File: config.mk
export PLATFORM = sky130hd
export DESIGN_NAME = iw_sched_top
export DESIGN_NICKNAME = d
export VERILOG_FILES = /design/src/rtl/iw_pkg.sv /design/src/rtl/iw_wakeup_cam.sv /design/src/rtl/iw_select_tree.sv /design/src/rtl/iw_sched_top.sv
export SDC_FILE = /design/constraint.sdc
export NUM_CORES = 1
export LEC_CHECK = 0
export BUFFER_PORTS_ARGS = -buffer_cell sky130_fd_sc_hd__buf_2
export CORE_MARGIN = 3
export CORE_UTILIZATION = 31
export CTS_CLUSTER_SIZE = 24
export DETAILED_ROUTE_END_ITERATION = 8
export GPL_ROUTABILITY_DRIVEN = 0
export HOLD_SLACK_MARGIN = 0.12
export RECOVER_POWER = 100
export REMOVE_ABC_BUFFERS = 1
export SLEW_MARGIN = 20
export SYNTH_ARGS = -nofsm -noshare
export SYNTH_HDL_FRONTEND = slang
export SYNTH_HIERARCHICAL = 1
export SYNTH_SLANG_ARGS = --single-unit
File: constraint.sdc
create_clock -name clk -period 33.3 [get_ports clk]
set_input_delay 1.665 -clock clk [delete_from_list [all_inputs] [get_ports clk]]
set_output_delay 1.665 -clock clk [all_outputs]
set_load 0.02 [all_outputs]
File: src/rtl/iw_pkg.sv
package iw_pkg;
  parameter int IW_DEPTH  = 8;
  parameter int IW_TAG_W  = 6;
  parameter int IW_ID_W   = 8;
  parameter int IW_LANES  = 2;
  parameter int IW_SEQ_W  = 16;
  parameter int IW_FANIN  = 4;

  // number of tree levels needed to cover n leaves with the given fan-in
  function automatic int tree_levels(input int n, input int f);
    int lv;
    int cap;
    lv  = 0;
    cap = 1;
    for (int i = 0; i < 32; i++) begin
      if (cap < n) begin
        cap = cap * f;
        lv  = lv + 1;
      end
    end
    return (lv == 0) ? 1 : lv;
  endfunction
endpackage

File: src/rtl/iw_wakeup_cam.sv
module iw_wakeup_cam #(
  parameter int SLOTS = 8,
  parameter int TAG_W = 6,
  parameter int NWAKE = 4
) (
  input  logic [SLOTS-1:0][TAG_W-1:0] ltag,
  input  logic [SLOTS-1:0][TAG_W-1:0] rtag,
  input  logic [NWAKE-1:0]            wk_vld,
  input  logic [NWAKE-1:0][TAG_W-1:0] wk_tag,
  output logic [SLOTS-1:0]            lhit,
  output logic [SLOTS-1:0]            rhit
);
  for (genvar e = 0; e < SLOTS; e++) begin : g_slot
    logic [NWAKE-1:0] lm;
    logic [NWAKE-1:0] rm;
    for (genvar w = 0; w < NWAKE; w++) begin : g_tag
      assign lm[w] = wk_vld[w] && (wk_tag[w] == ltag[e]);
      assign rm[w] = wk_vld[w] && (wk_tag[w] == rtag[e]);
    end
    assign lhit[e] = |lm;
    assign rhit[e] = |rm;
  end
endmodule

File: src/rtl/iw_select_tree.sv
module iw_select_tree #(
  parameter int DEPTH = 8,
  parameter int SEQ_W = 16,
  parameter int FANIN = 4,
  localparam int IDX_W = $clog2(DEPTH)
) (
  input  logic [DEPTH-1:0]            req,
  input  logic [DEPTH-1:0][SEQ_W-1:0] seq,
  output logic                        gnt_vld,
  output logic [IDX_W-1:0]            gnt_idx
);
  localparam int LVLS   = iw_pkg::tree_levels(DEPTH, FANIN);
  localparam int LEAVES = FANIN ** LVLS;
  localparam int LW     = $clog2(LEAVES);

  logic             nv [LVLS+1][LEAVES];
  logic [SEQ_W-1:0] ns [LVLS+1][LEAVES];
  logic [LW-1:0]    ni [LVLS+1][LEAVES];
  logic [LEAVES-1:0] req_pad;

  assign req_pad = LEAVES'(req);

  // a is older than b under modular sequence numbers
  function automatic logic older(input logic [SEQ_W-1:0] a, input logic [SEQ_W-1:0] b);
    logic [SEQ_W-1:0] d;
    d = a - b;
    return d[SEQ_W-1];
  endfunction

  always_comb begin
    int cnt;
    int c;
    for (int j = 0; j < LEAVES; j++) begin
      nv[0][j] = req_pad[j];
      ns[0][j] = '0;
      ni[0][j] = LW'(j);
    end
    for (int j = 0; j < DEPTH; j++) ns[0][j] = seq[j];
    cnt = LEAVES;
    for (int l = 0; l < LVLS; l++) begin
      cnt = cnt / FANIN;
      for (int j = 0; j < LEAVES; j++) begin
        nv[l+1][j] = 1'b0;
        ns[l+1][j] = '0;
        ni[l+1][j] = '0;
        if (j < cnt) begin
          for (int k = 0; k < FANIN; k++) begin
            c = j * FANIN + k;
            if (nv[l][c] && (!nv[l+1][j] || older(ns[l][c], ns[l+1][j]))) begin
              nv[l+1][j] = 1'b1;
              ns[l+1][j] = ns[l][c];
              ni[l+1][j] = ni[l][c];
            end
          end
        end
      end
    end
  end

  assign gnt_vld = nv[LVLS][0];
  assign gnt_idx = IDX_W'(ni[LVLS][0]);
endmodule

File: src/rtl/iw_sched_top.sv
module iw_sched_top
  import iw_pkg::*;
#(
  parameter int DEPTH = IW_DEPTH,
  parameter int TAG_W = IW_TAG_W,
  parameter int ID_W  = IW_ID_W,
  parameter int LANES = IW_LANES,
  parameter int SEQ_W = IW_SEQ_W,
  parameter int FANIN = IW_FANIN
) (
  input  logic                       clk,
  input  logic                       rst,
  input  logic                       disp_valid,
  output logic                       disp_ready,
  input  logic [TAG_W-1:0]           disp_ltag,
  input  logic                       disp_lrdy,
  input  logic [TAG_W-1:0]           disp_rtag,
  input  logic                       disp_rrdy,
  input  logic [TAG_W-1:0]           disp_dtag,
  input  logic [ID_W-1:0]            disp_id,
  input  logic [LANES-1:0]           bc_valid,
  input  logic [LANES-1:0][TAG_W-1:0] bc_tag,
  output logic [LANES-1:0]           iss_valid,
  output logic [LANES-1:0][ID_W-1:0] iss_id,
  output logic [LANES-1:0][TAG_W-1:0] iss_dtag
);
  localparam int IDX_W = $clog2(DEPTH);
  localparam int NWAKE = 2 * LANES;

  // slot state
  logic [DEPTH-1:0]            vld;
  logic [DEPTH-1:0]            lrdy_q;
  logic [DEPTH-1:0]            rrdy_q;
  logic [DEPTH-1:0][TAG_W-1:0] lt;
  logic [DEPTH-1:0][TAG_W-1:0] rt;
  logic [DEPTH-1:0][TAG_W-1:0] dt;
  logic [DEPTH-1:0][ID_W-1:0]  idq;
  logic [DEPTH-1:0][SEQ_W-1:0] sq;
  logic [SEQ_W-1:0]            seq_ctr;

  // select
  logic [DEPTH-1:0]            req;
  logic [LANES:0][DEPTH-1:0]   taken;
  logic [DEPTH-1:0]            gnt;
  logic [LANES-1:0]            sv;
  logic [LANES-1:0][IDX_W-1:0] si;
  logic [LANES-1:0][TAG_W-1:0] gdt;

  // wakeup
  logic [NWAKE-1:0]            wk_vld;
  logic [NWAKE-1:0][TAG_W-1:0] wk_tag;
  logic [DEPTH-1:0]            lhit;
  logic [DEPTH-1:0]            rhit;
  logic [0:0]                  d_lhit;
  logic [0:0]                  d_rhit;

  // dispatch
  logic                        accept;
  logic [IDX_W-1:0]            free_idx;

  assign req      = vld & lrdy_q & rrdy_q;
  assign taken[0] = '0;

  for (genvar k = 0; k < LANES; k++) begin : g_lane
    iw_select_tree #(
      .DEPTH(DEPTH),
      .SEQ_W(SEQ_W),
      .FANIN(FANIN)
    ) u_sel (
      .req    (req & ~taken[k]),
      .seq    (sq),
      .gnt_vld(sv[k]),
      .gnt_idx(si[k])
    );
    assign taken[k+1] = taken[k] | (sv[k] ? (DEPTH'(1) << si[k]) : '0);
    assign gdt[k]     = dt[si[k]];
  end

  assign gnt    = taken[LANES];
  assign wk_vld = {sv, bc_valid};
  assign wk_tag = {gdt, bc_tag};

  iw_wakeup_cam #(
    .SLOTS(DEPTH),
    .TAG_W(TAG_W),
    .NWAKE(NWAKE)
  ) u_cam (
    .ltag  (lt),
    .rtag  (rt),
    .wk_vld(wk_vld),
    .wk_tag(wk_tag),
    .lhit  (lhit),
    .rhit  (rhit)
  );

  iw_wakeup_cam #(
    .SLOTS(1),
    .TAG_W(TAG_W),
    .NWAKE(NWAKE)
  ) u_dcam (
    .ltag  (disp_ltag),
    .rtag  (disp_rtag),
    .wk_vld(wk_vld),
    .wk_tag(wk_tag),
    .lhit  (d_lhit),
    .rhit  (d_rhit)
  );

  always_comb begin
    free_idx = '0;
    for (int e = DEPTH - 1; e >= 0; e--) begin
      if (!vld[e]) free_idx = IDX_W'(e);
    end
  end

  assign disp_ready = ~&vld;
  assign accept     = disp_valid && disp_ready;

  // control state with reset
  always_ff @(posedge clk) begin
    if (rst) begin
      vld       <= '0;
      lrdy_q    <= '0;
      rrdy_q    <= '0;
      seq_ctr   <= '0;
      iss_valid <= '0;
    end else begin
      for (int e = 0; e < DEPTH; e++) begin
        if (gnt[e]) begin
          vld[e] <= 1'b0;
        end else if (vld[e]) begin
          if (lhit[e]) lrdy_q[e] <= 1'b1;
          if (rhit[e]) rrdy_q[e] <= 1'b1;
        end
      end
      if (accept) begin
        vld[free_idx]    <= 1'b1;
        lrdy_q[free_idx] <= disp_lrdy | d_lhit[0];
        rrdy_q[free_idx] <= disp_rrdy | d_rhit[0];
        seq_ctr          <= seq_ctr + 1'b1;
      end
      iss_valid <= sv;
    end
  end

  // payload storage, written only on dispatch
  always_ff @(posedge clk) begin
    if (accept) begin
      lt[free_idx]  <= disp_ltag;
      rt[free_idx]  <= disp_rtag;
      dt[free_idx]  <= disp_dtag;
      idq[free_idx] <= disp_id;
      sq[free_idx]  <= seq_ctr;
    end
  end

  // issue payload registers
  always_ff @(posedge clk) begin
    for (int k = 0; k < LANES; k++) begin
      iss_id[k]   <= idq[si[k]];
      iss_dtag[k] <= dt[si[k]];
    end
  end
endmodule

* Word-level counts from Yosys, hierarchy flattened
Cells that the tools add are included.
** Word-level totals
- Register bits after elaboration :: 406
- Input port bits :: 45
- Output and inout port bits :: 31
- Word-level logic and storage cells :: 458
** Operators by class
- Add/sub/neg operators :: 15
- Magnitude comparators :: 4
- Equality and inequality tests :: 72
- Shift-type cells :: 2
- Multiplexer cells :: 172
- Bitwise logic cells :: 8
- Reductions and logical operators :: 136
** Operator list (number)
- $eq A6 B6 Y1 :: 72
- $mux W16 :: 19
- $sub A16 B16 Y16 :: 14
- $bwmux W48 :: 3
- $bwmux W128 :: 1
- $mux W1 :: 103
- $logic_and A1 B1 Y1 :: 88
- $reduce_or A4 Y1 :: 18
- $mux W3 :: 22
- $bwmux W64 :: 1
- $mux W8 :: 8
- $bmux W8 S3 :: 2
- $demux W16 S3 :: 1
- $bmux W6 S3 :: 2
- $and A8 B8 Y8 :: 3
- $demux W8 S3 :: 1
- $demux W6 S3 :: 1
- $mux W6 :: 3
- $add A16 B1 Y16 const B :: 1
- $bwmux W8 :: 2
- $or A8 B8 Y8 :: 2
- $shl A1 B3 Y8 const A :: 2
- $logic_not A1 Y1 :: 15
- $logic_or A1 B1 Y1 :: 14
- 7 further kinds :: 11

* Longest topological paths before layout
Gate-level depths: netlist of run 1.
- Word-level depth :: 53
- Gate-level depth with buffers :: 131
- Depth with buffers taken out :: 110

* Hierarchy
Netlist of run 1, hierarchy kept.
** Modules (own cells, without submodules)
- iw_sched_top :: instances 1, cells each 723, area an instance 14528.9 um^2, sequential area each 11491.0 um^2
- iw_wakeup_cam (u_cam) :: instances 1, cells each 620, area an instance 5053.6 um^2, sequential area each 0.0 um^2
- iw_select_tree (g_lane[0].u_sel) :: instances 1, cells each 638, area an instance 4415.5 um^2, sequential area each 0.0 um^2
- iw_select_tree (g_lane[1].u_sel) :: instances 1, cells each 659, area an instance 4371.7 um^2, sequential area each 0.0 um^2
- iw_wakeup_cam (u_dcam) :: instances 1, cells each 69, area an instance 550.5 um^2, sequential area each 0.0 um^2

* Least setup slack after synthesis of run 1
No wires, ideal clock.
- Path kind :: reg-to-reg
- Start :: reg vld[0]
- End :: reg lrdy_q[5]
- Setup time :: 0.277 ns
- Arrival time :: 24.293 ns
- Required time :: 33.023 ns
- Path slack :: 8.730 ns
- Cell stages (with the launch flop) :: 127
- Path buffers :: 22
- Clock period less this slack :: 24.570 ns
- Cells stage by stage :: dfxtp_1 clkbuf_2 and3_1 clkbuf_1 buf_1 nand2_1 ha_1 nand4_1 nor3_1 a22oi_1 and2_1 buf_2 o21ai_0 clkbuf_1 clkbuf_1 nand2_1 o21ai_0 inv_1 (+91 left out) a21oi_1 or4b_1 mux2i_2 nor4_4 mux2_4 clkbuf_1 buf_2 buf_2 mux4_2 mux2_2 buf_6 buf_12 xnor2_1 nand4_1 nor4_1 or4_1 a211oi_1 a211oi_1
** RTL lines
- start, declared :: line iw_sched_top.sv:31 : logic [DEPTH-1:0] vld;
- start signal, assigned :: line iw_sched_top.sv:122 : vld <= '0;
- start signal, assigned by index :: line iw_sched_top.sv:130 : vld[e] <= 1'b0;
- start signal, assigned by index :: line iw_sched_top.sv:137 : vld[free_idx] <= 1'b1;
- end signal, assigned by index :: line iw_sched_top.sv:138 : lrdy_q[free_idx] <= disp_lrdy | d_lhit[0];
- end, declared :: line iw_sched_top.sv:32 : logic [DEPTH-1:0] lrdy_q;

==> results of run 1 <==
==> registers in the layout (all words and copies together), names as in the netlist <==
register,count
seq_ctr,16
rt,48
idq,64
iss_valid,2
dt,48
iss_id,16
vld,8
lt,48
iss_dtag,12
lrdy_q,8
sq,128
rrdy_q,8
==> synth_stat cells, types with 33 or more instances <==
master and instances:
edfxtp_1 336, xnor2_1 232, nand2_1 229, xor2_1 223
ha_1 197, o21ai_0 136, inv_1 127, nand4_1 118
a21oi_1 112, nor2_1 77, nor4_1 74, dfxtp_1 70
mux2i_1 64, clkbuf_1 57, mux4_2 56, a21o_1 48
buf_2 33
==> metrics by stage <==
stage / hold WS [ps] / std cells / utilization (%) / setup slack (ps) / power, µW
2_1_floorplan: 490 / 2533 / - / 1760 / 628
3_3_place_gp: 522 / 3878 / 32.6 / 4810 / 666
3_5_place_dp: 516 / 3878 / 32.6 / 4220 / 667
4_1_cts: 530 / 3962 / 34.4 / 4210 / 1240
5_1_grt: 553 / 3962 / 34.2 / 1210 / 1270
6_report: 527 / 3963 / 34.2 / 3960 / 1230
==> cells in the final DEF, fill, tap and decap left out, types with 24 or more instances in the layout <==
master,instances
nand4_1,119
mux4_2,56
edfxtp_1,336
mux2_2,24
xor2_1,223
clkbuf_16,48
nor4_1,75
a21oi_1,111
ha_1,197
mux2_1,24
inv_1,124
a21o_1,48
or4_1,30
xnor2_1,233
nor2_1,76
nand2_1,229
o21ai_0,136
clkbuf_1,78
mux2i_1,63
a211oi_1,31
dfxtp_1,70
==> worst paths after layout <==
| path | from | end | slack (ps) | cells past startpoint |
|---|---|---|---|---|
| max | vld[4] | rrdy_q[7] | 3960 | 111 |
| min | lrdy_q[4] | lrdy_q[4] | 530 | 2 |
| max reg2reg | vld[4] | rrdy_q[7] | 3960 | 111 |
| min reg2reg | lrdy_q[4] | lrdy_q[4] | 530 | 2 |
==> critical path, delay by kind of cell, from the launching register on <==
kind	cells	cell delay [ps]
muxes	10	3290
xor gates and xnor gates	4	680
and+or+nand+nor	38	9040
buffers and inverters	8	2760
AOI/OAI and AO/OA	43	10270
DFF	1	410
adders and majority gates	8	2540
==> cell families (layout without fill, tap and decap cells) <==
kind of cell / count (synthesis) / count (layout) / share of synthesized area [%]
AO/OA/AOI/OAI: 476 / 476 / 10.5
XOR/XNOR: 456 / 456 / 13.8
adder cells (fa/ha/maj): 197 / 197 / 8.52
buffers and inverters: 303 / 313 / 5.60
flip-flops: 406 / 406 / 39.7
multiplexers: 173 / 173 / 8.72
other: 0 / 1 / 0
AND/OR/NAND/NOR: 698 / 698 / 13.0
==> metal layers <==
layer / global-route usage, % / vias up / part of all wire [%]
met5: 0 / - / 0
met2: 28.0 / 715 / 47
met4: 4.46 / 0 / 2.2
met3: 2.47 / 132 / 6.5
met1: 22.6 / 10300 / 44
li1: - / 9965 / -
==> power breakdown <==
part	switching (µW)	total (µW)	internal [µW]
Combinational	58.9	90.5	31.5
Clock	219	569	350
Sequential	8.44	567	558
==> layout make-up <==
| class | instances | area share [%] |
|---|---|---|
| clock buffers | 63 | 4.21 |
| repair buffers | 102 | 1.47 |
| multi-input cells | 2000 | 50.2 |
| diodes | 1 | 0.00794 |
| clock inverters | 21 | 1.20 |
| well taps | 1243 | 4.93 |
| flip-flops and latches | 406 | 36.5 |
| inverters | 127 | 1.51 |
==> metrics.cfg, run 1 <==
[clock_network]
cts_root_buf = clkbuf_16
cts_tree = yes
post_cts_resized = 0
clk_latency_ps = 610
ctsHoldBuffers = 0
post-cts-setup-buffers = 0
cts-buffers-inserted = 45
cts.reportedPaths.clkPinSlew_ps = 60
clockBufferDepth = 3
numClockSinks = 406
htreeDepth = 2

[yosys]
synth_area_leader_cell = edfxtp_1
synth_area_um2 = 28900
synth_top_cell_area_share_pct = 34.9
postSynthAreaPerCell_um2 = 10.7
synthFlopType = edfxtp_1
async_reset_ff_share_pct = 0
synth_seq_area_share_pct = 39.7
yosys_warnings = 6
synthDistinctLibCells = 94
yosys_register_bits = 406
synth_edf_count = 336
synth_area_leaders = edfxtp_1 (35%), ha_1 (8.5%), xnor2_1 (7.0%), xor2_1 (6.8%), dfxtp_1 (4.8%)
syn_inst = 2709

[setup_path]
endpoint_kind = register
cp-start-kind = register
crit_top_cell = o21ai_0
critPathMaxFanout = 36
cp.arrival_ps = 29720
max_stage_delay_ps = 1030
cpMaxStageDelayCell = or2_0
crit_type = reg2reg
required_ps = 33680

[timing]
fin_crit_sh_pct = 88.1
fmax_mhz = 34.1
worst_pin_slew_ps = 3320
setup_viol = 0
slew_viol_final = 431
final.setup.tns_ps = 0
relSlewSlack_pct = -122
min_period_ps = 29340
skew_ps = 27.9
hold_viol_final = 0
rsz0062_at_grt = false

[route]
ant_nets = 0
vias = 21100
detail_route.vias_per_cell = 5.33
firstDrtPassIters = 5
drc_errors = 0
routed_wl_mm = 83.6
wl_per_cell_um = 21.1
dr.first_iter.drc_count = 1738

[global_route]
grt_pass1_vias = 20700
grt_pass1_wl_mm = 127
grt_overflow_total = 0
grt_max_degree = 48
antenna_found_initial = 4
grt_use_total_pct = 16.7

[floorplan]
die_w_um = 311
std_cell_rows = 111
core_um2 = 92100
io_pins = 76
die_area_um2 = 97000
initial_utilization_pct = 31.4
die_h_um = 311

[placement]
placed_area_um2 = 30000
place_hpwl_mm = 55.9
io_buffers = 75

[finish]
drive_gt1_share_pct = 8.31
ff_latch_area_um2 = 11500
syn2layout_area_growth_pct = 8.99
fin_area_um2 = 31500
multi_input_area_um2 = 15800
fill_cells = 9232
finalNetCount = 2924

[hold_path]
hold_path.class = reg2reg

[job]
maxCapViolCount = 13

[status]
status = finished, violations left
violations = max-capacitance violations, max-slew violations

[power]
ir_drop_v = 0.0000594
power_density_nw_per_um2 = 38.9
power_leakage_uw = 0.0111

Note: power is estimated with default switching activity, not from simulation.
==> inputs of run 2 (changes only) <==
--- a/config.mk
+++ b/config.mk
@@ -6,14 +6,16 @@
 export NUM_CORES = 1
 export LEC_CHECK = 0
 export BUFFER_PORTS_ARGS = -buffer_cell sky130_fd_sc_hd__buf_2
-export CORE_MARGIN = 3
+export CORE_MARGIN = 2
 export CORE_UTILIZATION = 31
 export CTS_CLUSTER_SIZE = 24
 export DETAILED_ROUTE_END_ITERATION = 8
 export GPL_ROUTABILITY_DRIVEN = 0
 export HOLD_SLACK_MARGIN = 0.12
+export PLACE_DENSITY = 0.51
 export RECOVER_POWER = 100
 export REMOVE_ABC_BUFFERS = 1
+export SKIP_LAST_GASP = 1
 export SLEW_MARGIN = 20
 export SYNTH_ARGS = -nofsm -noshare
 export SYNTH_HDL_FRONTEND = slang
==> metrics.cfg, run 2 (same netlist as run 1, synthesis figures left out) <==
[status]
status = finished, violations left
violations = max-capacitance violations, max-slew violations

[finish]
layout_common_cells = edfxtp_1 (336), xnor2_1 (233), nand2_1 (229)
syn2layout_area_growth_pct = 8.45
layout_commonest_cell = edfxtp_1
antennaDiodeCount = 0
final_cells = 3984
largest_reg_flops = 128
fill_cells = 9402
drive_gt1_share_pct = 8.32
regMostFlops = sq
finalNetCount = 2932
top_regs = sq: 128 flops, idq: 64 flops

[setup_path]
crit_end = lrdy_q[7]
r2r-end = lrdy_q[7]
crit_top_cell = a21o_1
startpoint = vld[4]
cp-start-kind = register
critPathBufInv = 11
cpMaxStageDelayCell = or2_0
r2r_setup_slack_ps = 3810
critPathMaxFanout = 36
crit_cells = 114
r2r-start = vld[4]
required_ps = 33700
worst_r2r_path_depth = 114
crit_family = compound AO/OA/AOI/OAI gates
crit_type = reg2reg
cp.arrival_ps = 29890
max_stage_delay_ps = 1120
endpoint_kind = register

[timing]
min_period_ps = 29490
finalWorstSetupSlack_ps = 3810
hold_viol_final = 0
fmax_mhz = 33.9
final.setup.tns_ps = 0
relSlewSlack_pct = -133
setup_viol = 0
fin_crit_sh_pct = 88.6
hold_ws_ps = 526
worst_pin_slew_ps = 3500
slew_viol_final = 504
rsz0062_at_grt = false
skew_ps = 40.9

[route]
ant_nets = 0
dr.first_iter.drc_count = 1764
routed_wl_mm = 88.5
vias = 21100
wl_per_cell_um = 22.2
firstDrtPassIters = 7
drc_errors = 0
detail_route.vias_per_cell = 5.29

[hold_path]
hold_path.class = reg2reg

[placement]
place_hpwl_mm = 59.4
dpl.cell_count = 3894
io_buffers = 75
dp_worst_setup_slack_ps = 3860

[global_route]
grt_max_degree = 48
grt_pass1_vias = 20800
grt_overflow_total = 0
grt_pass1_wl_mm = 133
antenna_found_initial = 3
grt_use_total_pct = 18.4

[clock_network]
cts-buffers-inserted = 48
htreeDepth = 2
numClockSinks = 406
post-cts-setup-buffers = 0
ctsHoldBuffers = 0
cts_root_buf = clkbuf_16
cts.reportedPaths.clkPinSlew_ps = 60
clockBufferDepth = 3
post_cts_resized = 0
clk_latency_ps = 640
cts_tree = yes

[job]
maxCapViolCount = 18

[floorplan]
std_cell_rows = 112
die_h_um = 309
initial_utilization_pct = 31.1
core_um2 = 92900
io_pins = 76
die_area_um2 = 95800
die_w_um = 309

[power]
power.total_uw = 1170
power_density_nw_per_um2 = 37.4
ir_drop_v = 0.0000401
power_leakage_uw = 0.0111

run 2: cell count changes in the layout (fill, tap and decap cells not counted), moves of 2 or more:
cell	before	now
clkbuf_1	78	86
bufinv_16	9	1
clkbuf_8	7	5
buf_4	16	19
clkinv_2	5	14
run 2: per-stage QoR:
step / area [µm²] / util (%)
floorplan: 27800 / -
global placement: 30000 / 32.3
detailed placement: 30000 / 32.3
CTS: 31600 / 34.0
global route: 31400 / 33.8
finish: 31400 / 33.8
run 2: how the worst min path moves through the flow:
stage | slack [ps] | start | depth (start not counted) | end
2_1_floorplan | 490 | rrdy_q[4] | 2 | rrdy_q[4]
3_3_place_gp | 520 | rrdy_q[4] | 2 | rrdy_q[4]
3_5_place_dp | 510 | rrdy_q[4] | 2 | rrdy_q[4]
4_1_cts | 520 | rrdy_q[4] | 2 | rrdy_q[4]
5_1_grt | 570 | rrdy_q[7] | 2 | rrdy_q[7]
6_report | 530 | rrdy_q[4] | 2 | rrdy_q[4]
run 2: final cells by class:
cell class | instances | area (µm²) | share of cell area [%]
multi-input combinational | 2000 | 15800 | 50.5
sequential | 406 | 11500 | 36.6
tap | 1254 | 1570 | 5.00
clock buffer | 67 | 1320 | 4.22
timing repair buffer | 107 | 493 | 1.57
inverter | 127 | 477 | 1.52
clock inverter | 23 | 188 | 0.598
run 2: layer usage:
layer	global-route usage, %	up-vias	share of wire, %
met5	0	-	0.015
met4	5.02	2	2.5
met2	30.8	569	47
met3	2.38	139	5.1
li1	-	9991	-
met1	24.8	10400	45
run 2: power breakdown:
group | leakage (µW) | internal (µW) | total, µW | switching, µW
clock | 0.000748 | 287 | 516 | 229
sequential | 0.00357 | 558 | 567 | 8.47
combinational | 0.00674 | 31.7 | 91.2 | 59.5
run 2: worst register-to-register path, delay by kind of cell, from the launching register on:
kind                     cells  cell delay [ps]
multiplexers                 9             3450
AND/OR/NAND/NOR             35             8480
XOR/XNOR                     4              800
buffers and inverters       11             3450
adder cells (fa/ha/maj)      8             2510
AO/OA/AOI/OAI               47            10160
flip-flops                   1              430
